File: config.mk
export PLATFORM = sky130hd
export DESIGN_NAME = rom_patch_unit
export DESIGN_NICKNAME = d
export VERILOG_FILES = /design/src/rtl/rpatch_pkg.sv /design/src/rtl/rpatch_bus.sv /design/src/rtl/rpatch_chan.sv /design/src/rtl/rpatch_csr.sv /design/src/rtl/rom_patch_unit.sv
export SDC_FILE = /design/constraint.sdc
export NUM_CORES = 1
export LEC_CHECK = 0
export ABC_CLOCK_PERIOD_IN_PS = 3900
export BUFFER_PORTS_ARGS = -buffer_cell sky130_fd_sc_hd__buf_2
export CAP_MARGIN = 30
export CORE_UTILIZATION = 39
export DETAILED_ROUTE_END_ITERATION = 12
export GPL_ROUTABILITY_DRIVEN = 1
export PLACE_DENSITY = 0.66
export SETUP_SLACK_MARGIN = 0.4
export SLEW_MARGIN = 20
export SYNTH_ARGS = -nofsm -noshare
export SYNTH_HDL_FRONTEND = slang
export SYNTH_HIERARCHICAL = 1
export SYNTH_SLANG_ARGS = --single-unit
export TNS_END_PERCENT = 10
File: constraint.sdc
create_clock -name clk -period 3.9 [get_ports clk]
set_input_delay 0.195 -clock clk [delete_from_list [all_inputs] [get_ports clk]]
set_output_delay 0.195 -clock clk [all_outputs]
set_load 0.02 [all_outputs]
File: src/rtl/rpatch_pkg.sv
package rpatch_pkg;
  // byte width of the register bus
  localparam int DW  = 8;
  // number of patch channels (control byte layout fixes this at two)
  localparam int NCH = 2;

  typedef logic [DW-1:0] byte_t;

  // position of a channel's status flag inside the control byte
  function automatic int stat_pos(input int ch);
    return 2 * ch;
  endfunction

  // position of a channel's enable flag inside the control byte
  function automatic int en_pos(input int ch);
    return 2 * ch + 1;
  endfunction
endpackage

File: src/rtl/rpatch_bus.sv
module rpatch_bus
  import rpatch_pkg::*;
#(
  parameter int                 BUS_AW    = 16,
  parameter int                 ADDR_W    = 16,
  parameter logic [BUS_AW-1:0]  BASE_ADDR = 16'hFF80,
  localparam int                NBYTE     = ADDR_W / DW,
  localparam int                NREG      = NCH * NBYTE + 1
) (
  input  logic [BUS_AW-1:0]      bus_addr,
  input  logic                   bus_we,
  input  logic                   bus_bit,
  input  logic [2:0]             bus_bitpos,
  input  byte_t                  bus_wdata,
  input  logic [NCH*ADDR_W-1:0]  chan_addr,
  input  byte_t                  csr_val,
  output logic [NCH*NBYTE-1:0]   chan_byte_we,
  output logic                   csr_we,
  output byte_t                  wbyte,
  output byte_t                  rdata
);
  logic [NREG-1:0] reg_sel;
  byte_t           reg_byte [NREG];

  // one decoder per register address
  for (genvar r = 0; r < NREG; r++) begin : g_dec
    localparam logic [BUS_AW-1:0] RADDR = BUS_AW'(BASE_ADDR + r);
    assign reg_sel[r] = (bus_addr == RADDR);
  end

  // gather readable bytes: channel address bytes then the control byte
  for (genvar c = 0; c < NCH; c++) begin : g_ch
    for (genvar b = 0; b < NBYTE; b++) begin : g_by
      assign reg_byte[c*NBYTE+b] = chan_addr[c*ADDR_W + b*DW +: DW];
    end
  end
  assign reg_byte[NREG-1] = csr_val;

  always_comb begin
    rdata = '0;
    for (int r = 0; r < NREG; r++) begin
      if (reg_sel[r]) rdata = reg_byte[r];
    end
  end

  // a bit write becomes a byte write of the merged current value
  always_comb begin
    wbyte = bus_wdata;
    if (bus_bit) begin
      wbyte             = rdata;
      wbyte[bus_bitpos] = bus_wdata[0];
    end
  end

  assign chan_byte_we = reg_sel[NREG-2:0] & {(NREG-1){bus_we}};
  assign csr_we       = reg_sel[NREG-1] & bus_we;
endmodule

File: src/rtl/rpatch_chan.sv
module rpatch_chan
  import rpatch_pkg::*;
#(
  parameter int  ADDR_W = 16,
  localparam int NBYTE  = ADDR_W / DW
) (
  input  logic              clk,
  input  logic              rst_n,
  input  logic [NBYTE-1:0]  byte_we,
  input  byte_t             wbyte,
  input  logic              fetch_valid,
  input  logic [ADDR_W-1:0] fetch_addr,
  output logic [ADDR_W-1:0] addr_q,
  output logic              hit
);
  for (genvar b = 0; b < NBYTE; b++) begin : g_byte
    always_ff @(posedge clk or negedge rst_n) begin
      if (!rst_n)          addr_q[b*DW +: DW] <= '0;
      else if (byte_we[b]) addr_q[b*DW +: DW] <= wbyte;
    end
  end

  // raw comparator, only for qualified fetch beats
  assign hit = fetch_valid && (fetch_addr == addr_q);
endmodule

File: src/rtl/rpatch_csr.sv
module rpatch_csr
  import rpatch_pkg::*;
(
  input  logic           clk,
  input  logic           rst_n,
  input  logic           csr_we,
  input  byte_t          wbyte,
  input  logic [NCH-1:0] hit,
  output logic [NCH-1:0] req,
  output byte_t          csr_val
);
  logic [NCH-1:0] en_q;
  logic [NCH-1:0] st_q;

  for (genvar c = 0; c < NCH; c++) begin : g_ch
    localparam int EP = en_pos(c);
    localparam int SP = stat_pos(c);

    assign req[c] = hit[c] & en_q[c];

    always_ff @(posedge clk or negedge rst_n) begin
      if (!rst_n) begin
        en_q[c] <= 1'b0;
        st_q[c] <= 1'b0;
      end else begin
        if (csr_we) en_q[c] <= wbyte[EP];
        if (csr_we && !wbyte[EP]) st_q[c] <= 1'b0;
        else if (req[c])          st_q[c] <= 1'b1;
      end
    end


    stat_cause_chk: assert property (@(posedge clk) disable iff (!rst_n)
      $rose(st_q[c]) |-> $past(hit[c] && en_q[c]));


    stat_clear_chk: assert property (@(posedge clk) disable iff (!rst_n)
      $fell(en_q[c]) |-> !st_q[c]);


    stat_ro_chk: assert property (@(posedge clk) disable iff (!rst_n)
      (csr_we && wbyte[EP] && !hit[c]) |=> (st_q[c] == $past(st_q[c])));


    stat_gate_chk: assert property (@(posedge clk) disable iff (!rst_n)
      (!en_q[c] && !(csr_we && wbyte[EP])) |=> !st_q[c]);
  end

  always_comb begin
    csr_val = '0;
    for (int c = 0; c < NCH; c++) begin
      csr_val[stat_pos(c)] = st_q[c];
      csr_val[en_pos(c)]   = en_q[c];
    end
  end
endmodule

File: src/rtl/rom_patch_unit.sv
module rom_patch_unit
  import rpatch_pkg::*;
#(
  parameter int                BUS_AW    = 16,
  parameter int                ADDR_W    = 16,
  parameter logic [BUS_AW-1:0] BASE_ADDR = 16'hFF80
) (
  input  logic              clk,
  input  logic              rst_n,
  input  logic              fetch_valid,
  input  logic [ADDR_W-1:0] fetch_addr,
  input  logic [BUS_AW-1:0] bus_addr,
  input  logic              bus_we,
  input  logic              bus_bit,
  input  logic [2:0]        bus_bitpos,
  input  logic [7:0]        bus_wdata,
  output logic [7:0]        bus_rdata,
  output logic              branch_req,
  output logic              branch_chan
);
  localparam int NBYTE = ADDR_W / DW;

  logic [NCH*ADDR_W-1:0] chan_addr;
  logic [NCH*NBYTE-1:0]  chan_byte_we;
  logic [NCH-1:0]        hit;
  logic [NCH-1:0]        req;
  logic                  csr_we;
  byte_t                 wbyte;
  byte_t                 csr_val;

  rpatch_bus #(.BUS_AW(BUS_AW), .ADDR_W(ADDR_W), .BASE_ADDR(BASE_ADDR)) i_bus (
    .bus_addr    (bus_addr),
    .bus_we      (bus_we),
    .bus_bit     (bus_bit),
    .bus_bitpos  (bus_bitpos),
    .bus_wdata   (bus_wdata),
    .chan_addr   (chan_addr),
    .csr_val     (csr_val),
    .chan_byte_we(chan_byte_we),
    .csr_we      (csr_we),
    .wbyte       (wbyte),
    .rdata       (bus_rdata)
  );

  for (genvar c = 0; c < NCH; c++) begin : g_chan
    rpatch_chan #(.ADDR_W(ADDR_W)) i_chan (
      .clk        (clk),
      .rst_n      (rst_n),
      .byte_we    (chan_byte_we[c*NBYTE +: NBYTE]),
      .wbyte      (wbyte),
      .fetch_valid(fetch_valid),
      .fetch_addr (fetch_addr),
      .addr_q     (chan_addr[c*ADDR_W +: ADDR_W]),
      .hit        (hit[c])
    );
  end

  rpatch_csr i_csr (
    .clk    (clk),
    .rst_n  (rst_n),
    .csr_we (csr_we),
    .wbyte  (wbyte),
    .hit    (hit),
    .req    (req),
    .csr_val(csr_val)
  );

  // lowest channel number wins
  always_comb begin
    branch_chan = 1'b0;
    for (int c = NCH - 1; c >= 0; c--) begin
      if (req[c]) branch_chan = c[0];
    end
  end
  assign branch_req = |req;


  req_qualified_chk: assert property (@(posedge clk) disable iff (!rst_n)
    branch_req |-> fetch_valid);


  req_addr0_chk: assert property (@(posedge clk) disable iff (!rst_n)
    (branch_req && !branch_chan) |-> (fetch_addr == chan_addr[ADDR_W-1:0]));


  prio_chk: assert property (@(posedge clk) disable iff (!rst_n)
    (branch_req && branch_chan) |-> !(fetch_addr == chan_addr[ADDR_W-1:0] && csr_val[en_pos(0)]));
endmodule

# After elaboration in Yosys (flattened, before gate mapping)
# Cells that the tools add are included.
[word_totals]
regBits = 36
latch_bits = 0
ramBits = 0
rom_bits = 0
in_bits = 48
elab_cells = 46
memories = 0
[op_classes]
addsub = 0
multipliers = 0
n_div = 0
order_cmp = 2
eq_ne = 7
n_shift = 0
n_mux = 15
bitwise = 4
n_reduce_logical = 10
[ops]
columns = ["cell", "n"]
rows = [
  ["$eq A16 B16 Y1 const B", 5],
  ["$mux W8", 6],
  ["$eq A16 B16 Y1", 2],
  ["$bwmux W8", 1],
  ["$mux W1", 7],
  ["$logic_and A1 B1 Y1", 5],
  ["$and A4 B4 Y4", 1],
  ["$lt A3 B4 Y1 const B", 1],
  ["$reduce_bool A2 Y1", 2],
  ["$and A1 B1 Y1", 3],
  ["$demux W1 S3", 1],
  ["$ge A3 B1 Y1 const B", 1],
  ["$logic_not A1 Y1", 2],
  ["$reduce_or A2 Y1", 1],
]

# Depth between registers and ports, before layout
# Gate-level depths: netlist (run 1).
[depth]
ltp_word = 11
mapped_depth = 7
ltp_nobuf = 6

# Modules after synthesis
# The synthesis (run 1) kept the hierarchy.
[modules_own_cells]
columns = ["mod", "n_inst", "cells_per_inst", "area_per_inst_um2", "seq_area_each_um2"]
rows = [
  ["rpatch_chan", 2, 56, 769.5, 400.4],
  ["rpatch_bus", 1, 90, 723.2, 0.0],
  ["rpatch_csr", 1, 17, 193.9, 100.1],
  ["rom_patch_unit", 1, 2, 12.5, 0.0],
]

# Worst setup path after synthesis (run 1)
# OpenSTA, ideal clock, no wires.
[synth_path]
kind = "in2reg"
startpoint = "input port bus_addr[5]"
endpoint = "register g_chan[1].i_chan.addr_q[0]"
setup_time_ns = 0.125
arrival_ns = 1.907
required_ns = 3.775
slack_ns = 1.869
stages = 6
cell_sequence = "nand4b_2 -> nor4_4 -> nand2_2 -> nor3b_2 -> clkbuf_1 -> mux2_2"
[synth_between]
word_cells_on_any_way = 13
cone_classes = "5 x eq/ne; 7 x mux; 1 x bitwise"
[synth_rtl]
columns = ["item", "line_no", "text"]
rows = [
  ["start, declared", "rom_patch_unit.sv:12", "input logic [BUS_AW-1:0] bus_addr,"],
  ["$eq A16 B16 Y1", "rpatch_bus.sv:28", "assign reg_sel[r] = (bus_addr == RADDR);"],
  ["$and A4 B4 Y4", "rpatch_bus.sv:55", "assign chan_byte_we = reg_sel[NREG-2:0] & {(NREG-1){bus_we}};"],
  ["named net chan_byte_we[2]", "rom_patch_unit.sv:24", "logic [NCH*NBYTE-1:0] chan_byte_we;"],
  ["end signal, assigned by index", "rpatch_chan.sv:19", "else if (byte_we[b]) addr_q[b*DW +: DW] <= wbyte;"],
  ["end, declared", "rpatch_chan.sv:13", "output logic [ADDR_W-1:0] addr_q,"],
]
# The timed path passes the listed nets, and every way through them passes these cells.
# A chain may end at the register's enable or synchronous reset.

# Worst setup path in the final report (run 1)
[layout_path]
startpoint = "register g_chan[1].i_chan.addr_q[13]"
endpoint = "output port branch_chan"
[layout_between]
elab_chain_cells = 5
[layout_rtl]
columns = ["item", "line_no", "text"]
rows = [
  ["$eq A16 B16 Y1", "rpatch_chan.sv:24", "assign hit = fetch_valid && (fetch_addr == addr_q);"],
  ["$logic_and A1 B1 Y1", "rpatch_chan.sv:24", ""],
  ["named net hit[1]", "rom_patch_unit.sv:25", "logic [NCH-1:0] hit;"],
  ["$and A1 B1 Y1", "rpatch_csr.sv:19", "assign req[c] = hit[c] & en_q[c];"],
  ["named net req[1]", "rom_patch_unit.sv:26", "logic [NCH-1:0] req;"],
  ["$mux W1 (2 in series)", "rom_patch_unit.sv:72", "if (req[c]) branch_chan = c[0];"],
  ["end, declared", "rom_patch_unit.sv:19", "output logic branch_chan"],
]
# The timed path passes the listed nets, and every way through them passes these cells.

==> results.md, run 1 <==
* Total track usage at a little under 20%
* Setup CP Type: reg -> out
* Overflow after GRT at 0
* Share of layout cells above drive strength 1 at 43.8%
* Hold buffer count at cts at 0
* Global-route wire length before repair at 9.61 mm
* # nets final at 323
* Number of DRC markers in iteration 0 at a little over 90
* P_leak at approximately 1.4 nW
* Gpl congestion at 0.808
* Asr flop ratio synth at 100%
* Setup_tns at 0 ns
* HP Class: in -> async
* Switching Fraction at between 20% and 30%
* Inst Count DP at between 300 and 400
* CTS tree: built
* Diode count at 0
* Status: finished with violations
* Cell internal pwr at between 500 and 600 uW
* PwrDens at 262 nW/um^2
* Main synth FF type: dfrtp_1
* Sequential area share after synthesis at a little over a third
* IO buf count at 57
* Final core occ at a little under half
* Worst EP required at 3.70 ns
* Clock power frac at a little under two fifths
* Vias post-DR at slightly below 2000
* Net Switching at ~200 uW
* Detailed-route wire length at 6.11 mm
* Vias in the first global route at 1865
* Sequential fraction of design power at 49.3%
* Max cap viols at 0
* Post-cts resize count at 0
* Clock Skews at 0.00570 ns
* WHS at -0.0141 ns
* Die H at 81.6 microns
* Combinational share of power at 13.9%
* Initial antenna violation count at 0
* DR vias/cell at 5.51
* Detailed-placement wirelength estimate at 4.70 mm
* RSZ-0062 raised after global routing: no
* Hold Fails Final Rpt at 11
* Number of synthesized register bits at 36
* Max transition margin at 46.1%
* Number of synthesized flops with an enable pin at 0
* CTS H-Tree Depth at 2
* Core box area at 6030 sq um
* Synthesized area at between 2000 and 2500 sq um
* Failing checks: hold timing
* Non-filler cells in the finished layout at 351
* Die ar. at 6650 sq um
* Clk buf depth at 2
* Area delta synth->final at 16.8%
* Post-route ant nets at 0
* # rows at 28
* Slew Viols, Final at 0
* CTS buffer count at 5
* Synth warn at 6
* Per-cell routed wire length at ~17 microns
* Sinks on the clock net at 36
* Setup Buffers After CTS at 0
* Mean Syn Cell Area at between 10 and 15 sq um
* Initial Utilization at 41.0%
* Worst skew pair latency at 0.29 ns
* Placed inst area at 2790 sq um
* CP arrival at between 2 and 2.5 ns
* Endpoint class of the critical path: output port
* Clock Root Buffer: clkbuf_8
* Post-route cell area at 2880 sq um
* Detailed-router iteration count before antenna repair at 4
* Fin crit share at 62.5%
* CP Max Fanout at 3
* Post-synth top area share at 36.5%
* Clock transition at path regs at 0.07 ns
* Area contributors post-synth: dfrtp_1 36%, mux2_2 16%, xnor2_1 8.5%
* Post-synth top area cell: dfrtp_1
* Cells after Synth at between 200 and 250
* Synth unique cells at 44
* Die Span X at 81.6 microns
* Number of endpoints failing setup at the final stage at 0
* Worst Tran Pin Value at 0.808 ns
* Startpoint Class: register
* # IOs at 58
* Max Clk Rate at 410 MHz
* Pin count of the biggest net entering global routing at 37
* VDD IR max at 0.000182 V
* Post-route DRC at 0
* Final min period at 2.44 ns
layer usage:
layer  track usage, %  routed length, microns  vias to the layer above
met4             6.61                      82                        0
met3             3.33                     362                        8
met1             27.5                    2920                      950
met2             31.0                    2740                       67
li1                 -                       -                      910
met5                0                       0                        -
per-stage QoR:
step	worst slack [ns]	power [mW]
6_report	1.46	0.757
3_5_place_dp	1.32	0.486
4_1_cts	1.44	0.763
5_1_grt	1.29	0.792
3_3_place_gp	1.35	0.484
2_1_floorplan	1.87	0.435
cell usage after synthesis, drive strengths merged, types with 7 or more instances:
cell type / instances
dfrtp: 36
mux2: 35
xnor2: 24
nand2: 16
nand4: 11
o21ai: 9
mux4: 8
xor2: 8
clkbuf: 7
power by group through the flow:
| stage | clock network (mW) | registers (mW) | logic (mW) |
|---|---|---|---|
| 2_1_floorplan | 0 | 0.381 | 0.0548 |
| 3_3_place_gp | 0 | 0.381 | 0.104 |
| 3_5_place_dp | 0 | 0.381 | 0.105 |
| 4_1_cts | 0.284 | 0.373 | 0.106 |
| 5_1_grt | 0.303 | 0.373 | 0.116 |
| 6_report | 0.278 | 0.373 | 0.105 |
final timing paths:
path,from,endpoint,slack (ns),cells past startpoint
setup / recovery,g_chan[1].i_chan/addr_q[13],branch_chan,1.46,7
max in group asynchronous,rst_n,g_chan[0].i_chan/addr_q[14],3.39,1
hold reg to reg,i_csr/csr_val[1],i_csr/csr_val[1],0.54,1
setup reg to reg,g_chan[0].i_chan/addr_q[0],i_csr/csr_val[0],1.98,6
hold / removal,rst_n,g_chan[1].i_chan/addr_q[11],-0.01,1
min in group clk,bus_we,i_csr/csr_val[2],0.42,3
registers in the layout, indices dropped and copies added (netlist names):
signal and count:
g_chan.i_chan/addr_q 32, i_csr/csr_val 4
placed cells by master, fill, tap and decap left out, types with 7 or more instances in the layout:
master | Yosys | layout
nand4_1 | 11 | 11
o21ai_0 | 7 | 7
dfrtp_1 | 36 | 36
xor2_1 | 8 | 8
xnor2_1 | 24 | 24
mux2_2 | 35 | 35
buf_2 | 2 | 57
mux4_2 | 8 | 8
nand2_1 | 15 | 15
worst max-delay path, stage by stage (launching register included):
cell     delay (ns)
dfrtp_1        0.41
xor2_1         0.17
nor4_1         0.37
nand4_1        0.18
nor4_2         0.30
and2_1         0.22
nor2b_1        0.13
buf_2          0.16
final cells by class:
| type | count | area (sq um) |
|---|---|---|
| fill | 581 | 3140 |
| tap | 75 | 93.8 |
| sequential | 36 | 901 |
| inverter | 6 | 22.5 |
| clock buffer | 8 | 90.1 |
| multi-input combinational | 169 | 1490 |
| timing repair buffer | 57 | 285 |
cell families (layout without fill, tap and decap cells):
| group | Yosys count | in the layout | synth area share [%] |
|---|---|---|---|
| xor+xnor | 32 | 32 | 11.4 |
| other cells | 1 | 4 | 0.152 |
| simple gates | 61 | 61 | 17.2 |
| buf+inv | 19 | 71 | 3.60 |
| mux | 43 | 43 | 23.3 |
| compound gates | 29 | 29 | 7.96 |
| flops | 36 | 36 | 36.5 |
No activity file was read; power rests on OpenSTA's default activity.
==> inputs of run 2 (changes only) <==
--- a/config.mk
+++ b/config.mk
@@ -5,13 +5,13 @@
 export SDC_FILE = /design/constraint.sdc
 export NUM_CORES = 1
 export LEC_CHECK = 0
-export ABC_CLOCK_PERIOD_IN_PS = 3900
+export ABC_CLOCK_PERIOD_IN_PS = 2200
 export BUFFER_PORTS_ARGS = -buffer_cell sky130_fd_sc_hd__buf_2
 export CAP_MARGIN = 30
 export CORE_UTILIZATION = 39
 export DETAILED_ROUTE_END_ITERATION = 12
 export GPL_ROUTABILITY_DRIVEN = 1
-export PLACE_DENSITY = 0.66
+export PLACE_DENSITY = 0.68
 export SETUP_SLACK_MARGIN = 0.4
 export SLEW_MARGIN = 20
 export SYNTH_ARGS = -nofsm -noshare
==> constraint.sdc (replaced) <==
create_clock -name clk -period 2.2 [get_ports clk]
set_input_delay 0.11 -clock clk [delete_from_list [all_inputs] [get_ports clk]]
set_output_delay 0.11 -clock clk [all_outputs]
set_load 0.02 [all_outputs]
==> run 2 against run 1 <==
Against the previous run: the flow now finishes without violations; combinational power increased by 89%; sequential share of layout area shrank 1.6 points; worst hold slack better by 0.32 ns; via count increased by 2.2%; clock power rose by 130%; flip-flop and latch count stayed put; non-clock buffer count grew 10; count of clock-buffer cells in the layout fell by 1; critical endpoint unchanged; largest cell class unchanged; highest routed layer unchanged.
==> results.md, run 2 (synthesis results as in run 1) <==
* Max Clk Rate at approximately 470 MHz
* Max cap viols at 0 (unchanged)
* CTS buffer count at 5 (unchanged)
* Detailed-router iteration count before antenna repair at 5 (+1)
* Vias in the first global route at 1920 (+2.9%)
* Setup CP Type: reg -> out
* Final min period at 2.11 ns
* Global-route wire length before repair at 9.52 mm (-0.93%)
* Core box area at 6030 sq um (unchanged)
* Overflow after GRT at 0 (unchanged)
* Hold Crit Depth at 3
* Hold path start: bus_wdata[0]
* Worst Hold Path EP: g_chan[0].i_chan/addr_q[8]
* Reg2reg setup slack at 0.35 ns (-1.63 ns)
* CP Launch Point: g_chan[1].i_chan/addr_q[5]
* Fin crit share at a little over nine tenths
* Number of DRC markers in iteration 0 at 75 (-18%)
* Pin count of the biggest net entering global routing at 37 (unchanged)
* Worst path max stage delay at 0.39 ns (-0.02 ns)
* Area delta synth->final at 23.0%
* HP Class: in -> reg
* # IOs at 58 (unchanged)
* Number of endpoints failing setup at the final stage at 0 (unchanged)
* Most frequent cells in the layout: 55 x buf_2, 36 x dfrtp_1, 32 x mux2_2
* R2r endpoint: g_chan[1].i_chan/addr_q[0]
* PwrDens at 495 nW/um^2 (+89%)
* Die Span X at 81.6 microns (unchanged)
* Die ar. at 6650 sq um (unchanged)
* Worst skew pair latency at 0.30 ns (about the same)
* Sequential fraction of design power at 44.0% (-5.3 points)
* CP max-delay cell: dfrtp_1
* Biggest register: g_chan.i_chan/addr_q
* Share of layout cells above drive strength 1 at 47.2% (+3.4 points)
* Post-route ant nets at 0 (unchanged)
* Cell Chain, Critical Path: xor2_1 > nor4_2 > nand4_1 > nor4_2 > and2_1 > nor2b_2 > buf_4
* Detailed-placement wirelength estimate at 4.69 mm (about the same)
* Worst EP required at 2.09 ns (-1.61 ns)
* Max transition margin at 44.7% (-1.4 points)
* Detailed-route wire length at 6.06 mm (-0.80%)
* Leading cell type in the layout, fill and taps excluded: buf_2
* CTS tree: built
* Metal2 WL at 2.71 mm (-1.1%)
* Most numerous cell on the critical path: nor4_2
* Clock Root Buffer: clkbuf_8
* CP arrival at 2.00 ns (-0.24 ns)
* Clock transition at path regs at 0.07 ns (about the same)
* Non-filler cells in the finished layout at 361 (+2.8%)
* Endpoint class of the critical path: output port
* Sinks on the clock net at 36 (unchanged)
* Clock Skews at 0.00956 ns (+0.00386 ns)
* Max Used Layer: met4
* Startpoint Class: register
* DR WL met3 at 355 microns (-1.9%)
* CTS H-Tree Depth at 2 (unchanged)
* # rows at 28 (unchanged)
* Slew Viols, Final at 0 (unchanged)
* Setup_tns at 0 ns (unchanged)
* Hold Fails Final Rpt at 0 (-11)
* Vias post-DR at 1977 (+2.2%)
* Cell internal pwr at 1.14 mW (+100%)
* Gpl congestion at 0.851 (+5.2%)
* Inst Count DP at 351 (+2.3%)
* RSZ-0062 raised after global routing: yes
* VDD IR max at 0.000462 V (+150%)
* Worst Tran Pin Value at 0.829 ns (+0.0211 ns)
* CP Max Fanout at 3 (unchanged)
* # nets final at 333 (+3.1%)
* Status: completed
* IO buf count at 57 (unchanged)
* Final core occ at 50.4% (+2.6 points)
* P_leak at 1.48 nW (+6.1%)
* Clock power frac at 42.8% (+6.0 points)
* Diode count at 0 (unchanged)
* DR vias/cell at 5.48 (-0.66%)
* Initial antenna violation count at 0 (unchanged)
* Total track usage at 19.7% (-0.039 points)
* Power consumption at 1.50 mW (+99%)
* Worst r2r src: g_chan[1].i_chan/addr_q[8]
* Switching Fraction at 23.8% (-2.1 points)
* Per-cell routed wire length at 16.8 microns (-3.6%)
* Post-route DRC at 0 (unchanged)
* R2R depth at 4 (-2)
* Clk buf depth at 2 (unchanged)
* Combinational share of power at 13.2% (-0.7 points)
* Met1 wire length at 2.89 mm (-1.3%)
* Net Switching at 358 uW (+83%)
* Max reg flops at 32 (unchanged)
* Initial Utilization at 41.0% (unchanged)
* Die H at 81.6 microns (unchanged)
run 2: area by class of cell:
class / instances / area, sq um
fill: 564 / 2990
multi-input combinational: 169 / 1520
sequential: 36 / 901
timing repair buffer: 67 / 372
clock buffer: 7 / 96.3
tap: 75 / 93.8
clock inverter: 1 / 30.0
inverter: 6 / 22.5
run 2: worst max-delay path by stage:
stage,to,depth (start not counted)
final,branch_chan,7
after global routing,branch_chan,7
after CTS,branch_chan,7
after detailed placement,branch_chan,7
after global placement,branch_chan,7
after floorplan,g_chan[0].i_chan/addr_q[0],4
run 2: power by group through the flow:
stage | clock network [mW] | logic [mW] | registers [mW]
global route | 0.685 | 0.217 | 0.661
finish | 0.643 | 0.198 | 0.662
floorplan | 0 | 0.0978 | 0.675
global placement | 0 | 0.191 | 0.675
CTS | 0.658 | 0.197 | 0.662
detailed placement | 0 | 0.194 | 0.675
run 2: metrics by stage:
stage	area [sq um]	setup slack [ns]	hold slack, ns
after floorplan	2500	0.399	-0.186
after CTS	3010	0.0455	0.310
final	3040	0.0873	0.303
after global routing	3040	-0.0130	0.320
after detailed placement	2860	0.193	0.252
after global placement	2860	0.217	0.237
run 2: timing repair:
action / in CTS / in global routing
endpoints found under the setup margin: 9 / 16
hold buffers: 1 / 0
buffers inserted: 1 / 0
gates resized for setup: 2 / 7
endpoints found under the hold margin: 36 / 0
pin swaps: 5 / 3
run 2: routing by layer:
layer  up-vias  global-route usage, %
li1        936                      -
met1       962                   27.1
met2        70                   30.4
met3         9                   4.22
met4         0                   7.14
met5         -                      0
run 2: worst max-delay path: cells and delay by family, from the launching register on:
family	cells	cell delay, ns
flops	1	0.39
buf+inv	1	0.14
xor+xnor	1	0.16
simple gates	5	1.02
==> inputs of run 3 (changes only) <==
--- a/config.mk
+++ b/config.mk
@@ -5,13 +5,14 @@
 export SDC_FILE = /design/constraint.sdc
 export NUM_CORES = 1
 export LEC_CHECK = 0
+export ABC_AREA = 1
 export ABC_CLOCK_PERIOD_IN_PS = 2200
 export BUFFER_PORTS_ARGS = -buffer_cell sky130_fd_sc_hd__buf_2
 export CAP_MARGIN = 30
 export CORE_UTILIZATION = 39
 export DETAILED_ROUTE_END_ITERATION = 12
 export GPL_ROUTABILITY_DRIVEN = 1
-export PLACE_DENSITY = 0.68
+export PLACE_DENSITY = 0.67
 export SETUP_SLACK_MARGIN = 0.4
 export SLEW_MARGIN = 20
 export SYNTH_ARGS = -nofsm -noshare
==> run 3 against run 2 <==
Against the previous run: routed wire length rose by 51%; worst setup slack improved by 0.22 ns; die area rose by 25%; count of clock-buffer cells in the layout fell by 1; first-iteration DRC count rose by 130%; critical path depth rose by 5; critical endpoint unchanged; largest cell class unchanged.
==> results.md, run 3 <==
* Post-synth top area cell: dfrtp_1
* Commonest cells post-synth: 184 x nand2_1, 87 x inv_1, 43 x nor2_1
* Max cap viols at 0 (unchanged)
* Detailed-placement wirelength estimate at 7.14 mm (+52%)
* HP Class: in -> reg
* Number of endpoints failing setup at the final stage at 0 (unchanged)
* Fin crit share at 86.1% (-10 points)
* # rows at 32 (+14%)
* Number of synthesized register bits at 36 (unchanged)
* Vias post-DR at 3351 (+69%)
* Max Clk Rate at 528 MHz (+12%)
* Sequential fraction of design power at 46.5% (+2.5 points)
* Setup_tns at 0 ns (unchanged)
* Per-cell routed wire length at 13.2 microns (-21%)
* CTS H-Tree Depth at 2 (unchanged)
* CP Max Fanout at 3 (unchanged)
* Total track usage at 22.7% (+3.0 points)
* Initial antenna violation count at 0 (unchanged)
* # nets final at 634 (+90%)
* Status: completed
* CP arrival at 1.78 ns (-0.22 ns)
* Post-synth top area share at 29.0% (-7.5 points)
* RSZ-0062 raised after global routing: yes
* Initial Utilization at 40.2% (-0.78 points)
* Combinational share of power at 12.9% (-0.3 points)
* Detailed-router iteration count before antenna repair at 4 (-1)
* Area delta synth->final at 21.4%
* Slew Viols, Final at 0 (unchanged)
* Synth unique cells at 28 (-36%)
* Most frequent cells in the layout: 182 x nand2_1, 84 x inv_1, 55 x buf_2
* Vias in the first global route at 3067 (+60%)
* Die H at 91.2 microns (+12%)
* Asr flop ratio synth at 100% (unchanged)
* Pin count of the biggest net entering global routing at 37 (unchanged)
* # IOs at 58 (unchanged)
* CTS tree: built
* Die ar. at 8320 sq um (+25%)
* Max transition margin at 46.0% (+1.3 points)
* VDD IR max at 0.000332 V (-28%)
* Number of synthesized flops with an enable pin at 0 (unchanged)
* Cells after Synth at 511 (+130%)
* Biggest register: g_chan.i_chan/addr_q
* IO buf count at 57 (unchanged)
* Clock Skews at 0.00273 ns (-0.00684 ns)
* PwrDens at 377 nW/um^2 (-24%)
* CTS buffer count at 5 (unchanged)
* Main synth FF type: dfrtp_1
* Clock Root Buffer: clkbuf_8
* Worst Tran Pin Value at 0.810 ns (-0.0192 ns)
* Sequential area share after synthesis at 29.0% (-7.5 points)
* Endpoint class of the critical path: output port
* Share of layout cells above drive strength 1 at 22.0% (-25 points)
* Worst skew pair latency at 0.29 ns (about the same)
* Synthesized area at 3110 sq um (+26%)
* Number of DRC markers in iteration 0 at 175 (+130%)
* Post-route ant nets at 0 (unchanged)
* Final min period at 1.89 ns (-0.219 ns)
* Placed inst area at 3510 sq um (+23%)
* Max reg flops at 32 (unchanged)
* Setup CP Type: reg -> out
* Clock transition at path regs at 0.07 ns (about the same)
* Leading cell type in the layout, fill and taps excluded: nand2_1
* Startpoint Class: register
* Overflow after GRT at 0 (unchanged)
* Hold Fails Final Rpt at 0 (unchanged)
* DR vias/cell at 4.86 (-11%)
* Worst EP required at 2.09 ns (about the same)
* Core box area at 7730 sq um (+28%)
* Clk buf depth at 2 (unchanged)
* Switching Fraction at 25.4% (+1.5 points)
* Post-route DRC at 0 (unchanged)
* Net Switching at 361 uW (+0.76%)
* Die Span X at 91.2 microns (+12%)
* Diode count at 0 (unchanged)
* Detailed-route wire length at 9.12 mm (+51%)
* Clock power frac at 40.6% (-2.2 points)
* Synth warn at 6 (unchanged)
* Most frequent cell after synthesis: nand2_1
* P_leak at 2.24 nW (+51%)
* Sinks on the clock net at 36 (unchanged)
* Post-route cell area at 3770 sq um (+24%)
* Cell internal pwr at 1.06 mW (-7.2%)
* Mean Syn Cell Area at 6.08 sq um (-46%)
* Area contributors post-synth: dfrtp_1 29%, nand2_1 22%, inv_1 11%
* Gpl congestion at 0.904 (+6.3%)
* Global-route wire length before repair at 14.6 mm (+53%)
[run 3: cell types whose count changed in the layout (fill, tap and decap cells not counted), moves of 20 or more]
cell and delta:
o21ai_0 +22, mux2_2 -20, xnor2_1 -24, nand3_1 +32, nor2_1 +30, nand2_1 +167, inv_1 +79
[run 3: per-stage QoR]
step                      hold slack (ns)  power, mW  utilization [%]  setup slack [ns]  instances
after global placement              0.243      0.850             45.4             0.410        665
final                               0.262       1.42             48.8             0.307        689
after detailed placement            0.252      0.854             45.4             0.342        665
after global routing                0.269       1.49             48.8             0.177        689
after CTS                           0.248       1.44             47.8             0.313        682
after floorplan                    -0.186      0.765                -             0.712        514
[run 3: what timing repair did]
action / CTS / global route
hold endpoints to repair: 36 / 0
pin swaps: 0 / 9
hold buffers: 1 / 0
resized for setup: 6 / 10
buffers inserted: 8 / 7
endpoints found under the setup margin: 2 / 10
[run 3: routing by layer]
layer / up-vias / share of wire (%) / GRT usage, %
met5: - / 0 / 0
met4: 0 / 3.2 / 9.13
met3: 17 / 4.5 / 2.76
met2: 88 / 50 / 40.7
met1: 1528 / 43 / 27.5
li1: 1718 / - / -
[run 3: layout make-up]
cell class | instances | area (sq um)
repair buffers | 80 | 465
clock inverters | 2 | 35.0
well taps | 102 | 128
multi-input cells | 375 | 1840
fillers | 803 | 3960
flip-flops and latches | 36 | 902
inverters | 88 | 330
clock buffers | 6 | 72.6
[run 3: logic make-up (layout without fill, tap and decap cells)]
kind of cell    count (synthesis)  in the layout  synth area share [%]
simple gates                  297            297                  41.6
buf+inv                       103            176                  13.3
compound gates                 52             52                  8.82
flops                          36             36                  29.0
mux                            12             12                  4.35
xor+xnor                       10             10                  2.82
other cells                     1              4                 0.121
[run 3: worst max-delay path, cell delays in order, from the launching register on]
cell	delay, ns
dfrtp_1	0.41
nand2_1	0.08
nand2_1	0.06
nor2_2	0.11
nand2_1	0.08
nor2_2	0.13
nand2_1	0.07
nor2_2	0.15
nand2_1	0.08
inv_1	0.07
inv_2	0.04
nor2_2	0.08
buf_4	0.14
[run 3: path summary, 6_finish.rpt]
kind	startpoint	end	slack, ns	cells after the start
worst max-delay path	g_chan[1].i_chan/addr_q[8]	branch_chan	0.31	12
worst min-delay path	bus_wdata[1]	g_chan[1].i_chan/addr_q[1]	0.26	5
worst max register to register	g_chan[0].i_chan/addr_q[11]	g_chan[0].i_chan/addr_q[11]	0.53	10
worst min register to register	g_chan[0].i_chan/addr_q[1]	g_chan[0].i_chan/addr_q[1]	0.57	2
max in group asynchronous	rst_n	g_chan[1].i_chan/addr_q[11]	1.20	2
min in group asynchronous	rst_n	i_csr/csr_val[2]	0.45	2
[run 3: power groups by stage]
stage          registers (mW)  clock network, mW  logic, mW
3_3_place_gp            0.675                  0      0.175
3_5_place_dp            0.675                  0      0.179
5_1_grt                 0.662              0.623      0.207
2_1_floorplan           0.675                  0     0.0903
4_1_cts                 0.662              0.593      0.182
6_report                0.662              0.577      0.184
